===== src/rtl/lcu_pkg.sv =====
package lcu_pkg;
   localparam int SIZE_W = 2;
   localparam int IDX_W  = 4;

   typedef enum logic [2:0] {
      K_NONE,
      K_BCAST_LANE,
      K_BCAST_SCL,
      K_INS_LANE,
      K_INS_SCL,
      K_MOV_S,
      K_MOV_U
   } copy_kind_e;

   typedef struct packed {
      copy_kind_e         kind;
      logic               legal;
      logic [SIZE_W-1:0]  size;
      logic               wide;
      logic [IDX_W-1:0]   lane_idx;
      logic [IDX_W-1:0]   src_idx;
   } copy_dec_t;
endpackage


===== src/rtl/lcu_decode.sv =====
module lcu_decode
   import lcu_pkg::*;
#(
   parameter int INSN_W = 32
) (
   input  logic [INSN_W-1:0] insn,
   output copy_dec_t         dec
);
   logic       q_w;
   logic       op_w;
   logic [3:0] imm4;
   logic [4:0] imm5;
   logic [2:0] shamt;
   logic       size_ok;
   logic       unused_bits;

   assign q_w  = insn[30];
   assign op_w = insn[29];
   assign imm4 = insn[14:11];
   assign imm5 = insn[20:16];
   assign unused_bits = ^{insn[INSN_W-1:31], insn[28:21], insn[15], insn[10:0]};

   always_comb begin
      size_ok = |imm5[3:0];
      casez (imm5[3:0])
         4'b???1: dec.size = 2'd0;
         4'b??10: dec.size = 2'd1;
         4'b?100: dec.size = 2'd2;
         default: dec.size = 2'd3;
      endcase
      shamt        = {1'b0, dec.size} + 3'd1;
      dec.lane_idx = 4'(imm5 >> shamt);
      dec.src_idx  = imm4 >> dec.size;
      dec.wide     = q_w;
      dec.kind     = K_NONE;
      dec.legal    = 1'b0;
      if (op_w) begin
         if (q_w) begin
            dec.kind  = K_INS_LANE;
            dec.legal = 1'b1;
         end
      end else begin
         case (imm4)
            4'd0: begin
               dec.kind  = K_BCAST_LANE;
               dec.legal = !(dec.size == 2'd3 && !q_w);
            end
            4'd1: begin
               dec.kind  = K_BCAST_SCL;
               dec.legal = !(dec.size == 2'd3 && !q_w);
            end
            4'd3: begin
               dec.kind  = K_INS_SCL;
               dec.legal = q_w;
            end
            4'd5: begin
               dec.kind  = K_MOV_S;
               dec.legal = (dec.size < 2'd2) || (dec.size == 2'd2 && q_w);
            end
            4'd7: begin
               dec.kind  = K_MOV_U;
               dec.legal = (dec.size != 2'd3 && !q_w) || (dec.size == 2'd3 && q_w);
            end
            default: begin
               dec.kind  = K_NONE;
               dec.legal = 1'b0;
            end
         endcase
      end
      dec.legal = dec.legal && size_ok;
   end
endmodule


===== src/rtl/lcu_lane_pick.sv =====
module lcu_lane_pick #(
   parameter int VEC_W    = 128,
   parameter int SCL_W    = 64,
   parameter int LANE_MIN = 8,
   localparam int NSIZE   = $clog2(SCL_W / LANE_MIN) + 1,
   localparam int SIZE_W  = $clog2(NSIZE),
   localparam int IDX_W   = $clog2(VEC_W / LANE_MIN)
) (
   input  logic [VEC_W-1:0]  vec,
   input  logic [SIZE_W-1:0] size,
   input  logic [IDX_W-1:0]  idx,
   output logic [SCL_W-1:0]  lane
);
   logic [SCL_W-1:0] cand [NSIZE];

   for (genvar s = 0; s < NSIZE; s++) begin : g_size
      localparam int ES = LANE_MIN << s;
      logic [VEC_W-1:0] shifted;
      assign shifted = vec >> (int'(idx) * ES);
      assign cand[s] = SCL_W'(shifted[ES-1:0]);
   end

   assign lane = cand[size];
endmodule


===== src/rtl/lcu_exec.sv =====
module lcu_exec
   import lcu_pkg::*;
#(
   parameter int VEC_W    = 128,
   parameter int SCL_W    = 64,
   parameter int LANE_MIN = 8,
   localparam int NSIZE   = $clog2(SCL_W / LANE_MIN) + 1
) (
   input  copy_dec_t        dec,
   input  logic [VEC_W-1:0] src_vec,
   input  logic [VEC_W-1:0] dst_vec,
   input  logic [SCL_W-1:0] scl_in,
   output logic [VEC_W-1:0] vec_res,
   output logic [SCL_W-1:0] scl_res,
   output logic             vec_wr,
   output logic             scl_wr
);
   logic [IDX_W-1:0] pick_idx;
   logic [SCL_W-1:0] picked;
   logic [SCL_W-1:0] elem;
   logic             use_scl;
   logic [VEC_W-1:0] rep [NSIZE];
   logic [VEC_W-1:0] ins [NSIZE];
   logic [SCL_W-1:0] sx  [NSIZE];

   assign pick_idx = (dec.kind == K_INS_LANE) ? dec.src_idx : dec.lane_idx;
   assign use_scl  = (dec.kind == K_BCAST_SCL) || (dec.kind == K_INS_SCL);

   lcu_lane_pick #(
      .VEC_W   (VEC_W),
      .SCL_W   (SCL_W),
      .LANE_MIN(LANE_MIN)
   ) i_pick (
      .vec (src_vec),
      .size(dec.size),
      .idx (pick_idx),
      .lane(picked)
   );

   assign elem = use_scl ? scl_in : picked;

   for (genvar s = 0; s < NSIZE; s++) begin : g_size
      localparam int ES = LANE_MIN << s;
      logic [VEC_W-1:0] keep_mask;
      assign rep[s]    = {(VEC_W / ES){elem[ES-1:0]}};
      assign keep_mask = ~(VEC_W'({ES{1'b1}}) << (int'(dec.lane_idx) * ES));
      assign ins[s]    = (dst_vec & keep_mask) |
                         (VEC_W'(elem[ES-1:0]) << (int'(dec.lane_idx) * ES));
      if (ES < SCL_W) begin : g_ext
         assign sx[s] = {{(SCL_W - ES){elem[ES-1]}}, elem[ES-1:0]};
      end else begin : g_full
         assign sx[s] = elem;
      end
   end

   always_comb begin
      vec_res = '0;
      scl_res = '0;
      vec_wr  = 1'b0;
      scl_wr  = 1'b0;
      case (dec.kind)
         K_BCAST_LANE, K_BCAST_SCL: begin
            vec_res = rep[dec.size];
            if (!dec.wide) vec_res[VEC_W-1:VEC_W/2] = '0;
            vec_wr = dec.legal;
         end
         K_INS_LANE, K_INS_SCL: begin
            vec_res = ins[dec.size];
            vec_wr  = dec.legal;
         end
         K_MOV_S: begin
            scl_res = sx[dec.size];
            if (!dec.wide) scl_res[SCL_W-1:SCL_W/2] = '0;
            scl_wr = dec.legal;
         end
         K_MOV_U: begin
            scl_res = picked;
            scl_wr  = dec.legal;
         end
         default: ;
      endcase
   end
endmodule


===== src/rtl/lane_copy_unit.sv =====
module lane_copy_unit
   import lcu_pkg::*;
#(
   parameter int VEC_W    = 128,
   parameter int SCL_W    = 64,
   parameter int LANE_MIN = 8,
   parameter int INSN_W   = 32
) (
   input  logic              clk,
   input  logic              rst_n,
   input  logic              in_valid,
   input  logic [INSN_W-1:0] insn,
   input  logic [VEC_W-1:0]  src_vec,
   input  logic [VEC_W-1:0]  dst_vec,
   input  logic [SCL_W-1:0]  scalar_in,
   output logic [VEC_W-1:0]  vec_out,
   output logic              vec_we,
   output logic [SCL_W-1:0]  scalar_out,
   output logic              scalar_we,
   output logic              undef
);
   if (VEC_W != 2 * SCL_W) begin : g_bad_vec
      $error("vector width must be twice the scalar width");
   end
   if (SCL_W != 8 * LANE_MIN) begin : g_bad_lane
      $error("four element sizes must span the scalar width");
   end
   if (INSN_W != 32) begin : g_bad_insn
      $error("instruction word must be 32 bits");
   end

   copy_dec_t        dec;
   logic [VEC_W-1:0] vec_res;
   logic [SCL_W-1:0] scl_res;
   logic             vec_wr;
   logic             scl_wr;

   lcu_decode #(.INSN_W(INSN_W)) i_decode (
      .insn(insn),
      .dec (dec)
   );

   lcu_exec #(
      .VEC_W   (VEC_W),
      .SCL_W   (SCL_W),
      .LANE_MIN(LANE_MIN)
   ) i_exec (
      .dec    (dec),
      .src_vec(src_vec),
      .dst_vec(dst_vec),
      .scl_in (scalar_in),
      .vec_res(vec_res),
      .scl_res(scl_res),
      .vec_wr (vec_wr),
      .scl_wr (scl_wr)
   );

   always_ff @(posedge clk or negedge rst_n) begin
      if (!rst_n) begin
         vec_out    <= '0;
         scalar_out <= '0;
         vec_we     <= 1'b0;
         scalar_we  <= 1'b0;
         undef      <= 1'b0;
      end else begin
         vec_we    <= in_valid && vec_wr;
         scalar_we <= in_valid && scl_wr;
         undef     <= in_valid && !dec.legal;
         if (in_valid) begin
            vec_out    <= vec_res;
            scalar_out <= scl_res;
         end
      end
   end
endmodule


===== config.mk =====
export PLATFORM = sky130hd
export DESIGN_NAME = lane_copy_unit
export DESIGN_NICKNAME = d
export VERILOG_FILES = /design/src/rtl/lcu_pkg.sv /design/src/rtl/lcu_decode.sv /design/src/rtl/lcu_lane_pick.sv /design/src/rtl/lcu_exec.sv /design/src/rtl/lane_copy_unit.sv
export SDC_FILE = /design/constraint.sdc
export NUM_CORES = 1
export LEC_CHECK = 0
export BUFFER_PORTS_ARGS = -buffer_cell sky130_fd_sc_hd__buf_2
export CORE_UTILIZATION = 36
export CTS_CLUSTER_DIAMETER = 40
export DETAILED_ROUTE_END_ITERATION = 7
export GPL_TIMING_DRIVEN = 0
export HOLD_SLACK_MARGIN = 0.08
export PLACE_DENSITY = 0.68
export SLEW_MARGIN = 30
export SYNTH_ARGS = -nofsm -noshare
export SYNTH_HDL_FRONTEND = slang
export SYNTH_HIERARCHICAL = 1
export SYNTH_SLANG_ARGS = --single-unit

===== constraint.sdc =====
create_clock -name clk -period 0.8 [get_ports clk]
set_input_delay 0.08 -clock clk [delete_from_list [all_inputs] [get_ports clk]]
set_output_delay 0.08 -clock clk [all_outputs]
set_load 0.02 [all_outputs]

Yosys cells after proc, flatten, opt, wreduce, memory -nomap -nowiden
Index checks and enable logic that the tools add are counted.
{"block": "classes", "n_addsub": 1, "n_lt_le_gt_ge": 2, "eq_ne": 15, "shifts": 14, "n_mux": 24, "n_bitwise": 13, "reduce_logical": 20}
{"op": "bitwise AND 128 bit", "n": 4}
{"op": "binary-select mux 128 bit (select 2 bit)", "n": 2}
{"op": "2-to-1 mux 128 bit", "n": 4}
{"op": "NOT 128 bit", "n": 4}
{"op": "OR 128 bit", "n": 4}
{"op": "2-to-1 mux 64 bit", "n": 6}
{"op": "binary-select mux 64 bit (select 2 bit)", "n": 2}
{"op": "case mux 128 bit (2 select lines)", "n": 1}
{"op": "case mux 64 bit (2 select lines)", "n": 1}
{"op": "<< shifter 16 x 8 -> 128 bit", "n": 1}
{"op": "<< shifter 16 x 8 -> 128 bit, first input constant", "n": 1}
{"op": "<< shifter 32 x 9 -> 128 bit", "n": 1}
{"op": "<< shifter 32 x 9 -> 128 bit, first input constant", "n": 1}
{"op": "<< shifter 64 x 10 -> 128 bit", "n": 1}
{"op": "<< shifter 64 x 10 -> 128 bit, first input constant", "n": 1}
{"op": "<< shifter 8 x 7 -> 128 bit", "n": 1}
{"op": "<< shifter 8 x 7 -> 128 bit, first input constant", "n": 1}
{"op": "right shift 128 x 10 -> 64 bit", "n": 1}
{"op": "right shift 128 x 7 -> 8 bit", "n": 1}
{"op": "right shift 128 x 8 -> 16 bit", "n": 1}
{"op": "right shift 128 x 9 -> 32 bit", "n": 1}
{"op": "2-to-1 mux 32 bit", "n": 1}
{"op": "case mux 4 bit (5 select lines)", "n": 1}
{"op": "equality test 3 bit, second input constant", "n": 4}
{"op": "23 further kinds", "n": 43}
{"block": "totals", "ff_bits": 195, "input_bits": 355, "out_inout_bits": 195, "word_cells": 94}

Depth between registers and ports, before layout
{"block": "logic_depth", "depth_word": 20, "depth_mapped": 24, "mapped_depth_nobuf": 16}

Modules after synthesis
Netlist, hierarchy kept.
{"mod": "lcu_exec", "n_inst": 1, "cells_per_inst": 1543, "area_per_inst_um2": 9196.3, "seq_area_each_um2": 0.0}
{"mod": "lane_copy_unit", "n_inst": 1, "cells_per_inst": 412, "area_per_inst_um2": 7835.0, "seq_area_each_um2": 4879.7}
{"mod": "lcu_lane_pick", "n_inst": 1, "cells_per_inst": 474, "area_per_inst_um2": 4209.0, "seq_area_each_um2": 0.0}
{"mod": "lcu_decode", "n_inst": 1, "cells_per_inst": 50, "area_per_inst_um2": 312.8, "seq_area_each_um2": 0.0}

Worst setup path before layout
No wires, ideal clock.
{"block": "synth_timing", "kind": "input -> register", "start": "input insn[17]", "end": "register scalar_out[43]", "setup_time_ns": 0.125, "arrival_time_ns": 4.504, "t_required_ns": 0.675, "slack_ns": -3.829, "cell_stages": 20, "n_path_buf": 7, "path_cell_list": "clkbuf_1 nor2b_1 a221oi_1 buf_2 buf_2 mux2_2 buf_6 buf_6 mux4_1 mux2i_1 a221oi_1 a311o_1 nor2b_1 a211oi_1 a211oi_4 or2_1 buf_4 buf_4 a21o_1 mux2_4"}
{"item": "start, declared", "line_no": "lane_copy_unit.sv:12", "source": "input logic [INSN_W-1:0] insn,"}
{"item": "end signal, assigned", "line_no": "lane_copy_unit.sv:71", "source": "scalar_out <= scl_res;"}
{"item": "end, declared", "line_no": "lane_copy_unit.sv:18", "source": "output logic [SCL_W-1:0] scalar_out,"}

==> reports/metrics.cfg <==
[die]
start_util_pct = 36.5
die-area_um2 = 60900
coreArea_um2 = 59100
ios = 550
die_w_um = 247
die_y_um = 247
rows = 89

[critical_path]
crit_type = primary input to flip-flop
crit_top_cell = buf_2
path_depth = 12
worstPathCellList = buf_2 -> clkbuf_16 -> nor2_2 -> buf_2 -> buf_2 -> buf_4 -> nand2_1 -> or4_1 -> a21oi_2 -> a222oi_1 -> o211ai_1 -> mux2_4
r2r_cells = 1
required_ns = 1.25
regToRegSetupSlack_ns = -0.04
end_kind = flip-flop
cp_num_buf_inv = 5
worstSetupStartpointType = primary input
crit_family = simple AND/OR/NAND/NOR gates
slowest_delay_ns = 0.88
worstPathArrival_ns = 4.65
crit_fanout = 10
crit_path_top_delay_cell = or4_1

[global_route]
use_met2_pct = 71.1
grt_antenna_before_repair = 17
grt_busiest_layer = met2
grt_use_met1_pct = 66.9
grt_pass1_wl_um = 218000
grt_max_degree = 82
grt_overflow = 0
grt_usage_pct = 52.6
met3_usage_pct = 24.8
grt_pass1_vias = 26100

[drt]
route.detailed.drc = 113
wl_per_cell_um = 41.7
viasPerCell = 7.07
drt_wl_total_um = 168000
drtIter0Drc = 4776
postRouteAntennaNets = 0
firstDrtPassIters = 8
vias = 28500

[clock_network]
numCtsBuffers = 17
clockBufferDepth = 2
clkTransAtPathRegs_ns = 0.09
cts_tree = yes
cts.sinks = 195
cts_hold_buf = 7
cts_root_buffer = clkbuf_16
clock_latency_ns = 0.51
htree_num_levels = 4

[synth]
synth_flop_cell = dfrtp_1
syn-num-nets = 2835
synth-seq-cells = 195
ys.warnings.count = 6
synth_area_per_cell_um2 = 8.69
synthCells = 2479
ys_types = 95
synth_edf_count = 0
ys_seq_area_share_pct = 22.6
synthesis.area_um2 = 21600
postSynth.asyncResetShare_pct = 100

[pwr]
cellLeakagePower_nw = 14.2
switching_share_pct = 47.5
power_density_nw_per_um2 = 1680
clkPwrFrac_pct = 16.9
seqPwrFrac_pct = 21.9
intPower_w = 0.0279
ir_worst_vdd_uv = 1860
combPwrFrac_pct = 61.2
p_sw_w = 0.0253

[final_layout]
fin_area_um2 = 31600
drive_gt1_share_pct = 49.5
mostFrequentLayoutCells = buf_2 (578), nor2_1 (239), dfrtp_1 (195)
instances_no_fill = 4032
num-fill-cells = 5435
multi_input_area_um2 = 17800
layout.nets = 3587
seq_area_um2 = 4880
layout_commonest_cell = buf_2
area_growth_pct = 46.6

[timing]
clock_skew_ns = 0
min_period_ns = 4.20
maxSlewHeadroom_pct = -5.43
finalHoldViolCount = 199
drv_slew = 11
tightestPinTransition_ns = 1.58
finalSetupViolations = 390
holdWs_ns = -0.561
setup_ws_ns = -3.40
fmax_mhz = 238
rsz0062_at_grt = yes
finalCritPeriodShare_pct = 525

[placement]
dp_hpwl_um = 127000
gp_congestion = 1.12
io_buffers = 525
place_inst = 3782
dpl_cell_area_um2 = 25800

[flow_run]
drv_cap = 1

[run_status]
outcome = finished, violations left
violations = design-rule violations, negative hold slack, max-capacitance violations, max-slew violations, negative setup slack

[worst_hold_path]
hold_path.class = primary input to async pin

==> per-layer routing <==
layer  share of wire, %  wire [um]
met1                 38      63700
met2                 38      64500
met3                 16      26700
met4                7.7      12900
met5               0.21        355
==> power by group through the flow <==
stage,Clock [W],Sequential [W],Combinational [W]
after floorplan,0,0.0131,0.0112
after global placement,0,0.0118,0.0230
after detailed placement,0,0.0118,0.0230
after CTS,0.00910,0.0116,0.0279
after global routing,0.00941,0.0117,0.0324
final,0.00897,0.0116,0.0326
==> state kept, by name, summed over array words and instances (netlist names) <==
| signal | flops |
|---|---|
| vec_out | 128 |
| undef | 1 |
| scalar_out | 64 |
| scalar_we | 1 |
| vec_we | 1 |
==> path summary, 6_finish.rpt <==
| kind | startpoint | to |
|---|---|---|
| max in group asynchronous | rst_n | vec_out[126] |
| setup / recovery | insn[16] | vec_out[109] |
| min in group clk | dst_vec[71] | vec_out[71] |
| hold / removal | rst_n | vec_out[69] |
| hold reg to reg | scalar_out[13] | scalar_out[13] |
| setup reg to reg | scalar_out[8] | scalar_out[8] |
==> through the flow <==
step	setup TNS (ns)	hold WS (ns)	power, W	setup WS (ns)	utilization (%)
3_3_place_gp	-1602.48	0.483	0.0348	-5.83	43.3
3_5_place_dp	-891.56	-0.00976	0.0348	-5.54	43.6
2_1_floorplan	-577.56	-0.216	0.0243	-3.41	-
6_report	-658.11	-0.561	0.0532	-3.40	53.4
4_1_cts	-631.31	-0.566	0.0486	-3.13	50.6
5_1_grt	-667.37	-0.538	0.0535	-3.29	53.4
==> repair_timing <==
action                     CTS  global route
hold endpoints to repair   232           221
setup endpoints to repair  390           390
cloned                       9             6
pin swaps                  117            92
gates resized for setup    517           208
setup buffers              126            68
==> Yosys cell counts, drive strengths merged, types with 32 or more instances <==
master | instances | area, um^2
o211ai | 59 | 443
o21ai | 196 | 988
mux4 | 57 | 1400
mux2i | 169 | 1700
nand2b | 36 | 225
o22ai | 44 | 275
nand2 | 186 | 698
nor2 | 259 | 993
o221ai | 44 | 385
mux2 | 221 | 3040
buf | 163 | 1040
nand3 | 39 | 195
a21oi | 215 | 1080
a211oi | 103 | 786
nor3 | 32 | 170
a21o | 39 | 293
dfrtp | 195 | 4880
clkbuf | 101 | 383
==> kinds of logic (layout without fill, tap and decap cells) <==
kind of cell / Yosys count / in the layout / share of synthesized area (%)
AOI/OAI and AO/OA: 892 / 892 / 27.5
adders and majority gates: 1 / 1 / 0.0580
DFF: 195 / 195 / 22.6
muxes: 447 / 447 / 28.5
xor gates and xnor gates: 7 / 7 / 0.459
buffers and inverters: 280 / 1045 / 6.86
other: 0 / 15 / 0
and+or+nand+nor: 657 / 657 / 14.0
==> layout make-up <==
type	instances	share of cell area (%)
Multi-Input combinational cell	2004	56.4
Timing Repair Buffer	741	16.2
Sequential cell	195	15.4
Buffer	256	6.67
Tap cell	773	3.06
Clock buffer	18	1.36
Clock inverter	14	0.452
Inverter	16	0.214
Antenna cell	15	0.119
Power figures use the tool's default switching activity.
